==> config.mk <==
export PLATFORM = sky130hd
export DESIGN_NAME = energy_frame_tx
export DESIGN_NICKNAME = d
export VERILOG_FILES = /design/src/rtl/efx_pkg.sv /design/src/rtl/efx_level_conv.sv /design/src/rtl/efx_compose.sv /design/src/rtl/efx_frame_build.sv /design/src/rtl/efx_serializer.sv /design/src/rtl/energy_frame_tx.sv
export SDC_FILE = /design/constraint.sdc
export NUM_CORES = 1
export LEC_CHECK = 0
export BUFFER_PORTS_ARGS = -buffer_cell sky130_fd_sc_hd__buf_2
export CORE_UTILIZATION = 48
export CTS_CLUSTER_DIAMETER = 80
export DETAILED_ROUTE_END_ITERATION = 7
export PLACE_DENSITY = 0.74
export SLEW_MARGIN = 40
export SYNTH_ARGS = -nofsm -noshare
export SYNTH_HDL_FRONTEND = slang
export SYNTH_SLANG_ARGS = --single-unit
==> constraint.sdc <==
create_clock -name clk -period 2.27 [get_ports clk]
set_input_delay 0.454 -clock clk [delete_from_list [all_inputs] [get_ports clk]]
set_output_delay 0.454 -clock clk [all_outputs]
set_load 0.01 [all_outputs]
==> src/rtl/efx_pkg.sv <==
// Shared types and helpers for the composite energy frame transmitter.
// Assumes the composite word layout is fixed at 16 bits.
package efx_pkg;

    localparam int LEVEL_BITS = 5;
    localparam int WORD_BITS  = 16;
    localparam int FRAME_BITS = 32;
    localparam logic [7:0]  FRAME_HDR = 8'b1001_0000;
    localparam logic [15:0] SAFE_WORD = 16'hFCC0;

    typedef struct packed {
        logic [LEVEL_BITS-1:0] level;
        logic                  err;
        logic                  soft_rst;
        logic                  sys_test;
        logic                  info_u;
        logic                  info_m;
        logic                  ltest_u;
        logic                  ltest_m;
        logic [3:0]            card;
    } comp_word_t;

    // Serial CRC over 28 bits, MSB first, polynomial x^4+x+1, seed 0.
    function automatic logic [3:0] crc4_calc(input logic [27:0] data);
        logic [3:0] c;
        logic       fb;
        c = 4'd0;
        for (int i = 27; i >= 0; i--) begin
            fb = data[i] ^ c[3];
            c  = {c[2:0], 1'b0} ^ ({4{fb}} & 4'b0011);
        end
        return c;
    endfunction

endpackage

==> src/rtl/efx_level_conv.sv <==
// Energy-to-level conversion with test-only substitution.
// Assumes ENERGY_BITS >= LEVEL_BITS; the scale is linear (upper bits).
module efx_level_conv #(
    parameter int ENERGY_BITS = 16,
    parameter int LEVEL_BITS  = 5
) (
    input  logic [ENERGY_BITS-1:0] energy_in,
    input  logic [ENERGY_BITS-1:0] subst_energy,
    input  logic                   test_mode,
    input  logic                   subst_en,
    output logic [LEVEL_BITS-1:0]  level
);

    localparam int SHIFT = ENERGY_BITS - LEVEL_BITS;

    logic [ENERGY_BITS-1:0] chosen;

    // Pick the substitute only when test mode permits it, then scale.
    always_comb begin
        chosen = (test_mode && subst_en) ? subst_energy : energy_in;
        level  = LEVEL_BITS'(chosen >> SHIFT);
    end

endmodule

==> src/rtl/efx_compose.sv <==
// Packs level and status flags into the composite word.
// Assumes the broken-link indication overrides every other input.
module efx_compose
    import efx_pkg::*;
(
    input  logic [LEVEL_BITS-1:0] level,
    input  logic                  energy_err,
    input  logic                  soft_reset,
    input  logic                  under_test,
    input  logic                  info_unmask,
    input  logic                  info_mask,
    input  logic                  ltest_unmask,
    input  logic                  ltest_mask,
    input  logic [3:0]            card_sel,
    input  logic                  links_broken,
    output comp_word_t            word
);

    // Build the normal word or substitute the fixed safe word.
    always_comb begin
        if (links_broken) begin
            word = comp_word_t'(SAFE_WORD);
        end else begin
            word.level    = level;
            word.err      = energy_err;
            word.soft_rst = soft_reset;
            word.sys_test = under_test;
            word.info_u   = info_unmask;
            word.info_m   = info_mask;
            word.ltest_u  = ltest_unmask;
            word.ltest_m  = ltest_mask;
            word.card     = card_sel;
        end
    end

endmodule

==> src/rtl/efx_frame_build.sv <==
// Assembles the 32-bit frame: header, word, toggle field, CRC-4.
// Assumes the CRC covers the 28 bits ahead of it.
module efx_frame_build
    import efx_pkg::*;
(
    input  logic [WORD_BITS-1:0]  word,
    input  logic                  toggle,
    output logic [FRAME_BITS-1:0] frame
);

    logic [27:0] body;

    // Concatenate the fields and append their CRC.
    always_comb begin
        body  = {FRAME_HDR, word, toggle, 3'b000};
        frame = {body, crc4_calc(body)};
    end

endmodule

==> src/rtl/efx_serializer.sv <==
// Frame-period timer, shift register and Manchester coder.
// Assumes SLOT_BITS > FRAME_BITS so every slot ends with an idle gap.
// A 1 is sent high-then-low; the line idles low outside the frame.
module efx_serializer #(
    parameter int HALF_BIT_CYCLES = 125,
    parameter int SLOT_BITS       = 1000,
    parameter int FRAME_BITS      = 32
) (
    input  logic                  clk,
    input  logic                  rst_n,
    input  logic [FRAME_BITS-1:0] frame_next,
    output logic                  line,
    output logic                  load,
    output logic                  in_frame,
    output logic [FRAME_BITS-1:0] frame_bits
);

    localparam int HW = (HALF_BIT_CYCLES > 1) ? $clog2(HALF_BIT_CYCLES) : 1;
    localparam int BW = $clog2(SLOT_BITS + 1);
    localparam logic [HW-1:0] HALF_LAST = HW'(HALF_BIT_CYCLES - 1);
    localparam logic [BW-1:0] SLOT_LAST = BW'(SLOT_BITS - 1);
    localparam logic [BW-1:0] FRM_LEN   = BW'(FRAME_BITS);

    logic [HW-1:0] half_cnt;
    logic          phase;
    logic [BW-1:0] bit_idx;
    logic          half_end;
    logic          bit_end;
    logic          line_c;

    // Decode timer events and the next line level.
    always_comb begin
        half_end = (half_cnt == HALF_LAST);
        bit_end  = half_end && phase;
        load     = bit_end && (bit_idx == SLOT_LAST);
        in_frame = (bit_idx < FRM_LEN);
        line_c   = in_frame && (frame_bits[FRAME_BITS-1] ^ phase);
    end

    // Advance half-bit, bit and slot counters; reset parks at slot end.
    always_ff @(posedge clk) begin
        if (!rst_n) begin
            half_cnt <= '0;
            phase    <= 1'b1;
            bit_idx  <= SLOT_LAST;
        end else if (half_end) begin
            half_cnt <= '0;
            phase    <= ~phase;
            if (phase) begin
                bit_idx <= (bit_idx == SLOT_LAST) ? '0 : bit_idx + 1'b1;
            end
        end else begin
            half_cnt <= half_cnt + 1'b1;
        end
    end

    // Capture a new frame at slot start, shift one bit per bit period.
    always_ff @(posedge clk) begin
        if (!rst_n) begin
            frame_bits <= '0;
        end else if (load) begin
            frame_bits <= frame_next;
        end else if (bit_end) begin
            frame_bits <= {frame_bits[FRAME_BITS-2:0], 1'b0};
        end
    end

    // Register the line so the outputs are glitch-free.
    always_ff @(posedge clk) begin
        if (!rst_n) begin
            line <= 1'b0;
        end else begin
            line <= line_c;
        end
    end

endmodule

==> src/rtl/energy_frame_tx.sv <==
// Top level: converts energy, builds the composite frame and drives
// the same Manchester line to NUM_RX receivers.
// Assumes inputs are synchronous to clk; they are sampled at frame start.
module energy_frame_tx
    import efx_pkg::*;
#(
    parameter int ENERGY_BITS     = 16,
    parameter int NUM_RX          = 16,
    parameter int HALF_BIT_CYCLES = 125,
    parameter int SLOT_BITS       = 1000
) (
    input  logic                   clk,
    input  logic                   rst_n,
    input  logic [ENERGY_BITS-1:0] energy_in,
    input  logic                   energy_err,
    input  logic                   soft_reset,
    input  logic                   under_test,
    input  logic                   info_unmask,
    input  logic                   info_mask,
    input  logic                   ltest_unmask,
    input  logic                   ltest_mask,
    input  logic [3:0]             card_sel,
    input  logic                   toggle_in,
    input  logic                   test_mode,
    input  logic                   subst_en,
    input  logic [ENERGY_BITS-1:0] subst_energy,
    input  logic                   links_broken,
    output logic [NUM_RX-1:0]      tx_out
);

    logic [LEVEL_BITS-1:0] level;
    comp_word_t            comp_word;
    logic [FRAME_BITS-1:0] frame_next;
    logic [FRAME_BITS-1:0] frame_bits;
    logic                  line;
    logic                  load;
    logic                  in_frame;

    efx_level_conv #(
        .ENERGY_BITS (ENERGY_BITS),
        .LEVEL_BITS  (LEVEL_BITS)
    ) u_conv (
        .energy_in    (energy_in),
        .subst_energy (subst_energy),
        .test_mode    (test_mode),
        .subst_en     (subst_en),
        .level        (level)
    );

    efx_compose u_comp (
        .level        (level),
        .energy_err   (energy_err),
        .soft_reset   (soft_reset),
        .under_test   (under_test),
        .info_unmask  (info_unmask),
        .info_mask    (info_mask),
        .ltest_unmask (ltest_unmask),
        .ltest_mask   (ltest_mask),
        .card_sel     (card_sel),
        .links_broken (links_broken),
        .word         (comp_word)
    );

    efx_frame_build u_build (
        .word   (comp_word),
        .toggle (toggle_in),
        .frame  (frame_next)
    );

    efx_serializer #(
        .HALF_BIT_CYCLES (HALF_BIT_CYCLES),
        .SLOT_BITS       (SLOT_BITS),
        .FRAME_BITS      (FRAME_BITS)
    ) u_ser (
        .clk        (clk),
        .rst_n      (rst_n),
        .frame_next (frame_next),
        .line       (line),
        .load       (load),
        .in_frame   (in_frame),
        .frame_bits (frame_bits)
    );

    // Copy the single coded line to every receiver port.
    generate
        for (genvar g = 0; g < NUM_RX; g++) begin : g_fan
            assign tx_out[g] = line;
        end
    endgenerate

endmodule

==> metrics <==
vias in the first global route 2115; most frequent cells in the layout dfxtp_1, nand2_1, buf_2; cts hold-fix bufs 0; Setup-failing EPs final 0; total grt overflow 0; Reg clk slew, reported paths about 90 ps; initial antenna violation count 0; status finished clean; Area Growth Syn to Fin 16.6%; Clock Skew 6.02 ps; GPL Wtd Cong 0.809; DRT antenna net count 0; Synth Area in XOR/XNOR 13.9%; setup bufs post-CTS 0; worst setup path startpoint test_mode; WP data required 2510 ps; Worst path slowest cell xnor3_1; complex-gate fraction of the synthesized area 11.9%; crit path launch type input pin; maximum VDD drop 0.287 mV; post-synthesis mux area share 4.70%; CP top delay family multiplexers; Hold Violations, Final 0; arrival time of the worst setup path 2370 ps; sequential share of the synthesized area 37.6%; die height ~77 um; DR DRC count 0; Gate Count Post-Synth between 300 and 400; n_diodes 0; first-pass GRT wire length 9.11 mm; drt pass-1 iters 5; cell mode on critical path mux2i_4; die width 77.2 um; I/O Buffers between 40 and 50; R2R Setup Slk 210 ps; yosys warns 0; area share of fa/ha/maj cells after synthesis 1.38%; CTS max path bufs 2; Highest Clock Rate 469 MHz; Via density 5.29; max incr delay on CP 430 ps; CTS resizes 0; final WL approximately 5.3 mm; asr flop ratio synth 0%; CTS H-tree lvls 2; Hold/Removal Path Class in2reg; WS Path Type in2reg; Crit Path Max Fanout 7; commonest non-fill, non-tap cell in the layout dfxtp_1; CTS sink cnt 51; Yosys cell types 36; main combinational cell family by area after synthesis simple AND/OR/NAND/NOR gates; Layout Nets 412; Worst R2R End u_ser.frame_bits[2]; max_slew headroom 75.2%; synthesized area 0.00271 sq mm; critical-path cell list buf_2, nand2_8, mux2i_4, mux2i_4, xnor2_2, mux2i_2, xnor3_1, a21oi_1; LEAKAGE 1.33 nW; Final Non-Filler Cells 433; core area 0.00547 sq mm; final core occ 57.8%; MaxCap Viol Count 0; share of cells above drive strength 1 23.0%; largest net degree at the start of global routing 42; Vias between 2000 and 2500; syn avg cell area between 8 and 9 sq um; Post-DP HPWL 3.81 mm; WHS Path Cells 3; Worst Hold End u_ser.frame_bits[7]; actual slew at the worst max-slew pin 362 ps; worst path bufs/invs 1; Final Cycle Share 93.9%; CP Capture Type flop; Global Route Usage Sum 19.0%; clock tree root buffer cell clkbuf_8; clk_lat worst skew 310 ps; FP Rows 27; Starting Density approximately half; Synth Net Count 374; EDFF count, synth 0; RSZ-0062 raised after global routing no; Cell Pwr Density 560 mW/mm^2; die footprint 0.00596 sq mm; DRT iter0 DRCs 98; Critical R2R Launch u_ser.bit_idx[0]; fin crit period 2130 ps; WL/cell around 12 um; simple-gate share of the synthesized area 22.9%; #FFs+latches synth roughly 50; I/O Pins 65; placed cells 425; CTS tree done; fin. max-slew vios 0; hold_sp toggle_in; cts bufs inserted 5; Register-to-Register Path Depth 7; Most used DFF post-synth dfxtp_1
-- cell usage after synthesis (all sizes together) (6+ instances only) --
master,count,area (sq um)
xor2,13,114
a311oi,9,78.8
dfxtp,51,1020
nor2,37,139
buf,18,129
a21oi,20,100
nand3b,9,67.6
and3,8,50.1
mux2i,12,128
nand3,6,30.0
clkbuf,15,56.3
xnor2,19,174
nor2b,6,37.5
o211ai,7,52.6
nand2,50,195
o21ai,7,35.0
-- per-layer routing --
layer	global-route usage (%)	routed length [um]	part of all wire (%)
met2	31.7	2550	48
met3	4.52	238	4.5
met1	23.6	2470	46
met4	6.79	60	1.1
met5	0	0	0
-- final cells by class --
cell class                 instances  area (sq um)
tap                               72          90.1
inverter                           5          18.8
clock inverter                     2          13.8
clock buffer                       6          82.6
multi-input combinational        233          1550
timing repair buffer              64           388
sequential                        51          1020
fill                             504          2310
-- through the flow --
step | instance area [sq um] | TNS [ps] | hold slack (ps) | setup WS (ps) | power [mW]
floorplan | 2740 | 0 | 430 | 4.75 | 1.14
global placement | 3040 | -541 | 439 | -202 | 1.23
detailed placement | 3040 | -646 | 445 | -230 | 1.24
CTS | 3130 | 0 | 429 | 51.8 | 1.78
global route | 3160 | 0 | 441 | 26.0 | 1.86
finish | 3160 | 0 | 436 | 138 | 1.77
-- state kept, by name, summed over array words and instances (netlist names) --
name              cells
u_ser.half_cnt        7
u_ser.phase           1
u_ser.bit_idx        10
u_ser.line            1
u_ser.frame_bits     32
-- worst max path at each step --
stage | cells after the start | endpoint | slack (ps)
after floorplan | 7 | u_ser.frame_bits[0] | 5
after global placement | 8 | u_ser.frame_bits[3] | -200
after detailed placement | 8 | u_ser.frame_bits[3] | -230
after CTS | 7 | u_ser.frame_bits[26] | 50
after global routing | 8 | u_ser.frame_bits[3] | 30
final | 8 | u_ser.frame_bits[3] | 140
-- tightest hold or removal path, cell delays in order --
cell,delay (ps)
buf_2,110
nand2_1,50
a311oi_1,70
-- power breakdown --
part / switching (mW) / internal [mW] / leakage, nW
sequential: 0.00431 / 0.898 / 0.412
clock: 0.296 / 0.249 / 0.0516
combinational: 0.135 / 0.186 / 0.871
-- logic make-up after synthesis --
family                     Yosys count
xor gates and xnor gates            36
adders and majority gates            3
DFF                                 51
and+or+nand+nor                    132
muxes                               12
buffers and inverters               38
AOI/OAI and AO/OA                   50
Note: power is estimated with default switching activity, not from simulation.
